<file path="config.mk">
export PLATFORM = sky130hd
export DESIGN_NAME = dual_port_ram
export DESIGN_NICKNAME = d
export VERILOG_FILES = /design/src/rtl/dual_port_ram_pkg.sv /design/src/rtl/dual_port_ram_ctrl.sv /design/src/rtl/dual_port_ram_core.sv /design/src/rtl/dual_port_ram.sv
export SDC_FILE = /design/constraint.sdc
export NUM_CORES = 2
export LEC_CHECK = 0
export BUFFER_PORTS_ARGS = -buffer_cell sky130_fd_sc_hd__buf_2
export CAP_MARGIN = 25
export CORE_UTILIZATION = 45
export CTS_CLUSTER_DIAMETER = 50
export CTS_CLUSTER_SIZE = 16
export DETAILED_ROUTE_END_ITERATION = 8
export PLACE_DENSITY = 0.7
export SYNTH_ARGS = -nofsm -noshare
export SYNTH_HDL_FRONTEND = slang
export SYNTH_SLANG_ARGS = --single-unit
</file>
<file path="constraint.sdc">
create_clock -name clk -period 3.15 [get_ports clk]
set_input_delay 0.4725 -clock clk [delete_from_list [all_inputs] [get_ports clk]]
set_output_delay 0.4725 -clock clk [all_outputs]
set_load 0.02 [all_outputs]
</file>
<file path="src/rtl/dual_port_ram_pkg.sv">
package dual_port_ram_pkg;

  typedef enum logic [1:0] {
    WM_WRITE_FIRST = 2'd0,
    WM_READ_FIRST  = 2'd1,
    WM_NO_CHANGE   = 2'd2
  } wrMode_e;

  typedef struct packed {
    logic wr;
    logic ldLatch;
    logic selNew;
    logic ldReg;
    logic clrReg;
  } portStrobe_t;

endpackage

</file>
<file path="src/rtl/dual_port_ram_ctrl.sv">
module dual_port_ram_ctrl
  import dual_port_ram_pkg::*;
#(
  parameter wrMode_e MODE      = WM_WRITE_FIRST,
  parameter bit      SIMPLE    = 1'b0,
  parameter bit      READ_ONLY = 1'b0
) (
  input  logic        en,
  input  logic        we,
  input  logic        rstReg,
  output portStrobe_t st
);

  localparam wrMode_e EFF_MODE = SIMPLE ? WM_READ_FIRST : MODE;
  localparam bit CAN_WRITE = !READ_ONLY;

  logic doWrite;

  always_comb begin
    doWrite    = en & we & CAN_WRITE;
    st.wr      = doWrite;
    st.ldLatch = en & ~(doWrite & (EFF_MODE == WM_NO_CHANGE));
    st.selNew  = doWrite & (EFF_MODE == WM_WRITE_FIRST);
    st.ldReg   = en;
    st.clrReg  = rstReg;
  end

endmodule

</file>
<file path="src/rtl/dual_port_ram_core.sv">
module dual_port_ram_core
  import dual_port_ram_pkg::*;
#(
  parameter int           AW        = 6,
  parameter int           DW        = 16,
  parameter bit           OUT_REG_A = 1'b0,
  parameter bit           OUT_REG_B = 1'b0,
  parameter logic [DW-1:0] RST_VAL  = '0
) (
  input  logic          clk,
  input  portStrobe_t   stA,
  input  portStrobe_t   stB,
  input  logic [AW-1:0] addrA,
  input  logic [AW-1:0] addrB,
  input  logic [DW-1:0] dinA,
  input  logic [DW-1:0] dinB,
  output logic [DW-1:0] doutA,
  output logic [DW-1:0] doutB
);

  localparam int DEPTH = 1 << AW;

  logic [DW-1:0] mem [DEPTH];
  portStrobe_t [1:0]   st;
  logic [1:0][AW-1:0]  addr;
  logic [1:0][DW-1:0]  din;
  logic [1:0][DW-1:0]  doutV;

  assign st   = {stB, stA};
  assign addr = {addrB, addrA};
  assign din  = {dinB, dinA};

  // Port B is written first so that port A wins a same-address collision.
  always_ff @(posedge clk) begin
    if (st[1].wr) mem[addr[1]] <= din[1];
    if (st[0].wr) mem[addr[0]] <= din[0];
  end

  AST_COLLIDE_A_WINS: assert property (@(posedge clk) disable iff (st[0].clrReg)
    (st[0].wr && st[1].wr && addr[0] == addr[1]) |=> (mem[$past(addr[0])] == $past(din[0])));

  for (genvar p = 0; p < 2; p++) begin : g_port
    localparam bit USE_REG = (p == 0) ? OUT_REG_A : OUT_REG_B;
    localparam int OTHER   = 1 - p;

    logic [DW-1:0] rdWord;
    logic [DW-1:0] latQ;

    assign rdWord = mem[addr[p]];

    always_ff @(posedge clk) begin
      if (st[p].ldLatch) latQ <= st[p].selNew ? din[p] : rdWord;
    end

    AST_READ_OLD_ON_CROSS_WRITE: assert property (@(posedge clk) disable iff (st[p].clrReg)
      (st[p].ldLatch && !st[p].selNew && st[OTHER].wr && addr[OTHER] == addr[p])
      |=> (latQ == $past(rdWord)));

    if (USE_REG) begin : g_reg
      logic [DW-1:0] regQ;
      always_ff @(posedge clk) begin
        if (st[p].clrReg)     regQ <= RST_VAL;
        else if (st[p].ldReg) regQ <= latQ;
      end
      assign doutV[p] = regQ;
    end else begin : g_latch
      logic unusedRegCtl;
      assign unusedRegCtl = ^{st[p].clrReg, st[p].ldReg};
      assign doutV[p] = latQ;
    end
  end

  assign doutA = doutV[0];
  assign doutB = doutV[1];

endmodule

</file>
<file path="src/rtl/dual_port_ram.sv">
module dual_port_ram
  import dual_port_ram_pkg::*;
#(
  parameter int            AW        = 6,
  parameter int            DW        = 16,
  parameter wrMode_e       MODE_A    = WM_WRITE_FIRST,
  parameter wrMode_e       MODE_B    = WM_WRITE_FIRST,
  parameter bit            OUT_REG_A = 1'b0,
  parameter bit            OUT_REG_B = 1'b0,
  parameter bit            SIMPLE    = 1'b0,
  parameter logic [DW-1:0] RST_VAL   = '0
) (
  input  logic          clk,
  input  logic          enA,
  input  logic          weA,
  input  logic [AW-1:0] addrA,
  input  logic [DW-1:0] dinA,
  input  logic          rstRegA,
  output logic [DW-1:0] doutA,
  input  logic          enB,
  input  logic          weB,
  input  logic [AW-1:0] addrB,
  input  logic [DW-1:0] dinB,
  input  logic          rstRegB,
  output logic [DW-1:0] doutB
);

  portStrobe_t stA;
  portStrobe_t stB;

  dual_port_ram_ctrl #(.MODE(MODE_A), .SIMPLE(SIMPLE), .READ_ONLY(1'b0)) u_ctrlA (
    .en(enA), .we(weA), .rstReg(rstRegA), .st(stA)
  );

  dual_port_ram_ctrl #(.MODE(MODE_B), .SIMPLE(SIMPLE), .READ_ONLY(SIMPLE)) u_ctrlB (
    .en(enB), .we(weB), .rstReg(rstRegB), .st(stB)
  );

  dual_port_ram_core #(
    .AW(AW), .DW(DW), .OUT_REG_A(OUT_REG_A), .OUT_REG_B(OUT_REG_B), .RST_VAL(RST_VAL)
  ) u_core (
    .clk(clk), .stA(stA), .stB(stB), .addrA(addrA), .addrB(addrB),
    .dinA(dinA), .dinB(dinB), .doutA(doutA), .doutB(doutB)
  );

  AST_IDLE_HOLD_A: assert property (@(posedge clk) disable iff (rstRegA)
    (!enA && !rstRegA) |=> $stable(doutA));

  AST_IDLE_HOLD_B: assert property (@(posedge clk) disable iff (rstRegB)
    (!enB && !rstRegB) |=> $stable(doutB));

  if (!SIMPLE && MODE_A == WM_WRITE_FIRST && !OUT_REG_A) begin : g_echoA
    AST_WF_ECHO_A: assert property (@(posedge clk) disable iff (rstRegA)
      (enA && weA) |=> (doutA == $past(dinA)));
  end

endmodule

</file>
# After elaboration in Yosys (flattened, before gate mapping)
# Memories as Yosys holds them, arrays and structs flattened. A register that Yosys moved wholly into a read port is not among the register bits.
# Index checks and enable logic that the tools add are counted.
# classes
muxes,4
n_bitwise,2
# ops
operator,count
2-to-1 mux 1 bit,4
bitwise AND 1 bit,2
# totals
register_bits,0
ramBits,1024
input_bits,51
n_memories,1
# mem_list
name,depth,width,rd,rd_ports_with_merged_regs,wr,line_no,rtl
u_core.mem,64,16,2,2,2,dual_port_ram_core.sv:23,logic [DW-1:0] mem [DEPTH];

# Logic depth before layout (Yosys ltp)
# depth
depth_word,3
mapped_depth,11

# Modules after synthesis
# From an unflattened synthesis, not the netlist that was laid out.
# unflattened
cells_unflattened,4864
area_unflattened_um2,61919.4
# by_module_without_submodules
mod,n_inst,cells_per_inst,area_per_inst_um2
dual_port_ram_core,1,4852,61831.8
dual_port_ram_ctrl,2,6,43.8

# Worst setup path after synthesis
# No wires, ideal clock.
# synth_timing
kind,input to register
from,input port addrB[2]
to,memory u_core.mem[12][0] (enable)
setup_time_ps,411
arrival_ps,2957
setup_slack_ps,-218
path_stages,8
path_buffers,6
cell_sequence,buf_2 > buf_4 > buf_2 > buf_4 > buf_2 > buf_4 > nand3_1 > o21ai_0
# synth_lines
item,line_no,rtl
start: declaration,dual_port_ram.sv:22,"input logic [AW-1:0] addrB,"
end: declaration,dual_port_ram_core.sv:23,

==> flow_metrics.env <==
export IMPL_status="complete, but fails checks"
export IMPL_place_congestion=1.102
export IMPL_vias=53190
export IMPL_p_switching_w=0.01047
export IMPL_seq_area_frac_synth=0.5021
export IMPL_syn_cell_area_mm2=0.06316
export IMPL_worstSetupPathType="primary input to flop"
export IMPL_synth_seq_cells=1056
export IMPL_grt_pass1_vias=49690
export IMPL_ir_worst_vdd_mv=0.5171
export IMPL_drive_above_1_share=0.5091
export IMPL_ios=83
export IMPL_drc=8
export IMPL_synth_flop_cell="edfxtp_1"
export IMPL_dieHeight_um=376.6
export IMPL_max_freq_mhz=331.7
export IMPL_antenna_found_initial=37
export IMPL_gr_total_overflow=0
export IMPL_cts_tree="yes"
export IMPL_maxSlewHeadroom=0.1952
export IMPL_maxCapViolCount=0
export IMPL_ys_types=76
export IMPL_p_int_w=0.02726
export IMPL_min_path_type="primary input to flop"
export IMPL_p_seq_frac=0.417
export IMPL_postSynthAreaPerCell_um2=13.50
export IMPL_crit_slowest_cell="a211oi_1"
export IMPL_syn_num_nets=4730
export IMPL_cts_root_buf="clkbuf_16"
export IMPL_die_width_um=376.6
export IMPL_cts_hold_fix_buffers=0
export IMPL_path_common_cell="buf_4"
export IMPL_wl_met1_mm=117.2
export IMPL_switching_share=0.2774
export IMPL_top_layer_used="met5"
export IMPL_cts_buffers=133
export IMPL_cts_resized_gates=0
export IMPL_grt_pass1_wl_mm=432.9
export IMPL_route_antenna_remaining_nets=0
export IMPL_yosys_top_cells_area="edfxtp_1 (50%), mux2_2 (21%), mux2i_1 (4.9%), mux4_2 (4.0%), a221oi_1 (2.8%)"
export IMPL_crit_buf_inv=5
export IMPL_met3_wirelength_mm=50.93
export IMPL_synth_edf_count=1056
export IMPL_async_reset_ff_frac=0
export IMPL_synth_top_cell_by_area="edfxtp_1"
export IMPL_rsz0062_at_grt="no"
export IMPL_fin_crit_sh=0.9572
export IMPL_hpwl_mm=230.1
export IMPL_wire_per_inst_um=44.99
export IMPL_worstHoldStart="dinB[9]"
export IMPL_grtUsageTotal=0.4497
export IMPL_port_buffers=80
export IMPL_wl_mm=325.5
export IMPL_path_cells="buf_8 -> buf_12 -> nor2b_4 -> buf_4 -> a22oi_1 -> a21oi_1 -> o211ai_1 -> buf_4 -> a211oi_1 -> buf_4 -> a31oi_1"
export IMPL_cp_end_kind="flop"
export IMPL_core_area_mm2=0.1394
export IMPL_clk_pin_slew_ns=0.07
export IMPL_setup_worst_path_start="addrB[1]"
export IMPL_worstPathArrival_ns=3.55
export IMPL_power_share_clock=0.427
export IMPL_start_util=0.4532
export IMPL_die_area_mm2=0.1419
export IMPL_yosysWarningCount=0
export IMPL_cts_sinks=1056
export IMPL_syn_inst=4679
export IMPL_violations="design-rule violations"
export IMPL_drtPass1Iterations=9
export IMPL_stdcell_count=7235
export IMPL_fp_row_count=137
export IMPL_p_leak_nw=27.32
export IMPL_dp_cells=6990
export IMPL_cts_setup_buffers=0
export IMPL_worstPathMaxFanout=13
export IMPL_power_density_mw_per_mm2=483.8
export IMPL_yosys_area_top_type_share=0.5021
export IMPL_finalClockSkew_ns=0.03164
export IMPL_place_area_mm2=0.07344
export IMPL_design_area_mm2=0.07799
export IMPL_fin_nets=5301
export IMPL_fin_crit_ns=3.015
export IMPL_required_ns=3.69
export IMPL_syn_to_final_growth_pct=23.49
export IMPL_hold_slack_ns=0.2605
export IMPL_r2r_start="u_core.mem[14][14]"
export IMPL_tightest_slew_ns=1.207
export IMPL_wl_met2_mm=132.1
export IMPL_comb_power_share=0.155
export IMPL_crit_family="buffers and inverters"
export IMPL_final_hold_violation_count=0
export IMPL_startpoint_type="primary input"
export IMPL_htree_levels=4
export IMPL_setup_viol=0
export IMPL_drt_initial_drc_count=10440
export IMPL_clk_path_buf_depth=3
export IMPL_max_stage_delay_ns=0.67
export IMPL_grt_max_degree=66
export IMPL_routed_via_density=7.352
export IMPL_clk_insertion_delay_late_ns=0.81
export IMPL_slew_viol_final=0
layout by cell type (no fill, tap or decap), drive strengths merged, types with 32 or more instances in the layout:
| cell type | count |
|---|---|
| o21ai | 113 |
| clkbuf | 148 |
| mux2i | 309 |
| a22oi | 197 |
| buf | 1031 |
| edfxtp | 1056 |
| a21oi | 122 |
| mux4 | 120 |
| inv | 32 |
| clkinv | 36 |
| nand2 | 137 |
| nand3 | 43 |
| nor2 | 141 |
| mux2 | 1197 |
| o22ai | 119 |
| a221oi | 201 |
worst register-to-register path, cell delays in order (launching register included):
cell      delay, ns
edfxtp_1       0.43
mux2_2         0.29
a221oi_1       0.25
a31oi_1        0.11
a21oi_1        0.53
o21ai_0        0.31
buf_4          0.21
o32a_1         0.46
sequential cells by signal, summed over array words and instances (netlist names):
name,cells
u_core.doutA,16
u_core.mem,1024
u_core.doutB,16
layer usage:
| metal | global-route usage | vias up |
|---|---|---|
| met5 | 0.003774 | - |
| met2 | 0.6245 | 5005 |
| li1 | - | 20020 |
| met3 | 0.1729 | 1130 |
| met4 | 0.2826 | 32 |
| met1 | 0.5846 | 27000 |
cells by family after synthesis:
kind of cell,count (synthesis),synth area share
buffers and inverters,603,0.04634
multiplexers,1626,0.3057
AND/OR/NAND/NOR,419,0.03358
AO/OA/AOI/OAI,975,0.1123
flip-flops,1056,0.5021
path summary, 6_finish.rpt:
kind                            end  slack, ns  depth (start not counted)
setup / recovery    u_core.doutB[1]       0.13                         11
hold reg to reg     u_core.doutB[4]       1.03                          4
hold / removal    u_core.mem[38][9]       0.26                          2
setup reg to reg   u_core.doutB[14]       0.24                          7
final cells by class:
cell class	instances	area (um2)
Timing Repair Buffer	1032	10300
Antenna cell	6	15.01
Multi-Input combinational cell	3020	29060
Inverter	7	27.53
Clock buffer	147	3466
Sequential cell	1056	31710
Clock inverter	91	1059
Fill cell	11460	61370
Tap cell	1876	2347
power groups by stage:
stage	sequential, W	clock (W)	combinational, W
floorplan	0.0160	0	0.00253
CTS	0.0157	0.0161	0.00554
detailed placement	0.0160	0	0.00551
global placement	0.0160	0	0.00546
global route	0.0157	0.0166	0.00582
finish	0.0157	0.0161	0.00587
cells in the mapped netlist (all sizes together), types with 5 or more instances:
cell type,n
a22o,30
nor2,141
nand3,43
a211oi,13
o21ai,113
nor2b,12
inv,7
mux4,120
and3,12
nand2,137
buf,292
o2bb2ai,19
nor3,12
a22oi,197
a222oi,12
o32ai,6
o22ai,119
mux2i,309
a21oi,122
o2111ai,5
o211ai,11
o32a,16
nand4,9
a211o,5
a221o,27
or2,5
a31oi,29
nand3b,5
a221oi,201
nor3b,7
edfxtp,1056
and2,9
o221ai,7
mux2,1197
clkbuf,304
nand2b,9
o22a,9
through the flow:
stage	utilization	setup slack (ns)	power, W	TNS, ns
after floorplan	-	-0.2178	0.01856	-30.33
after global placement	0.5267	-0.5238	0.02149	-37.59
after detailed placement	0.5270	-0.3149	0.02155	-31.57
after CTS	0.5595	0.4356	0.03739	0
after global routing	0.5595	0.2293	0.03816	0
final	0.5596	0.1348	0.03773	0
Power figures use the tool's default switching activity.
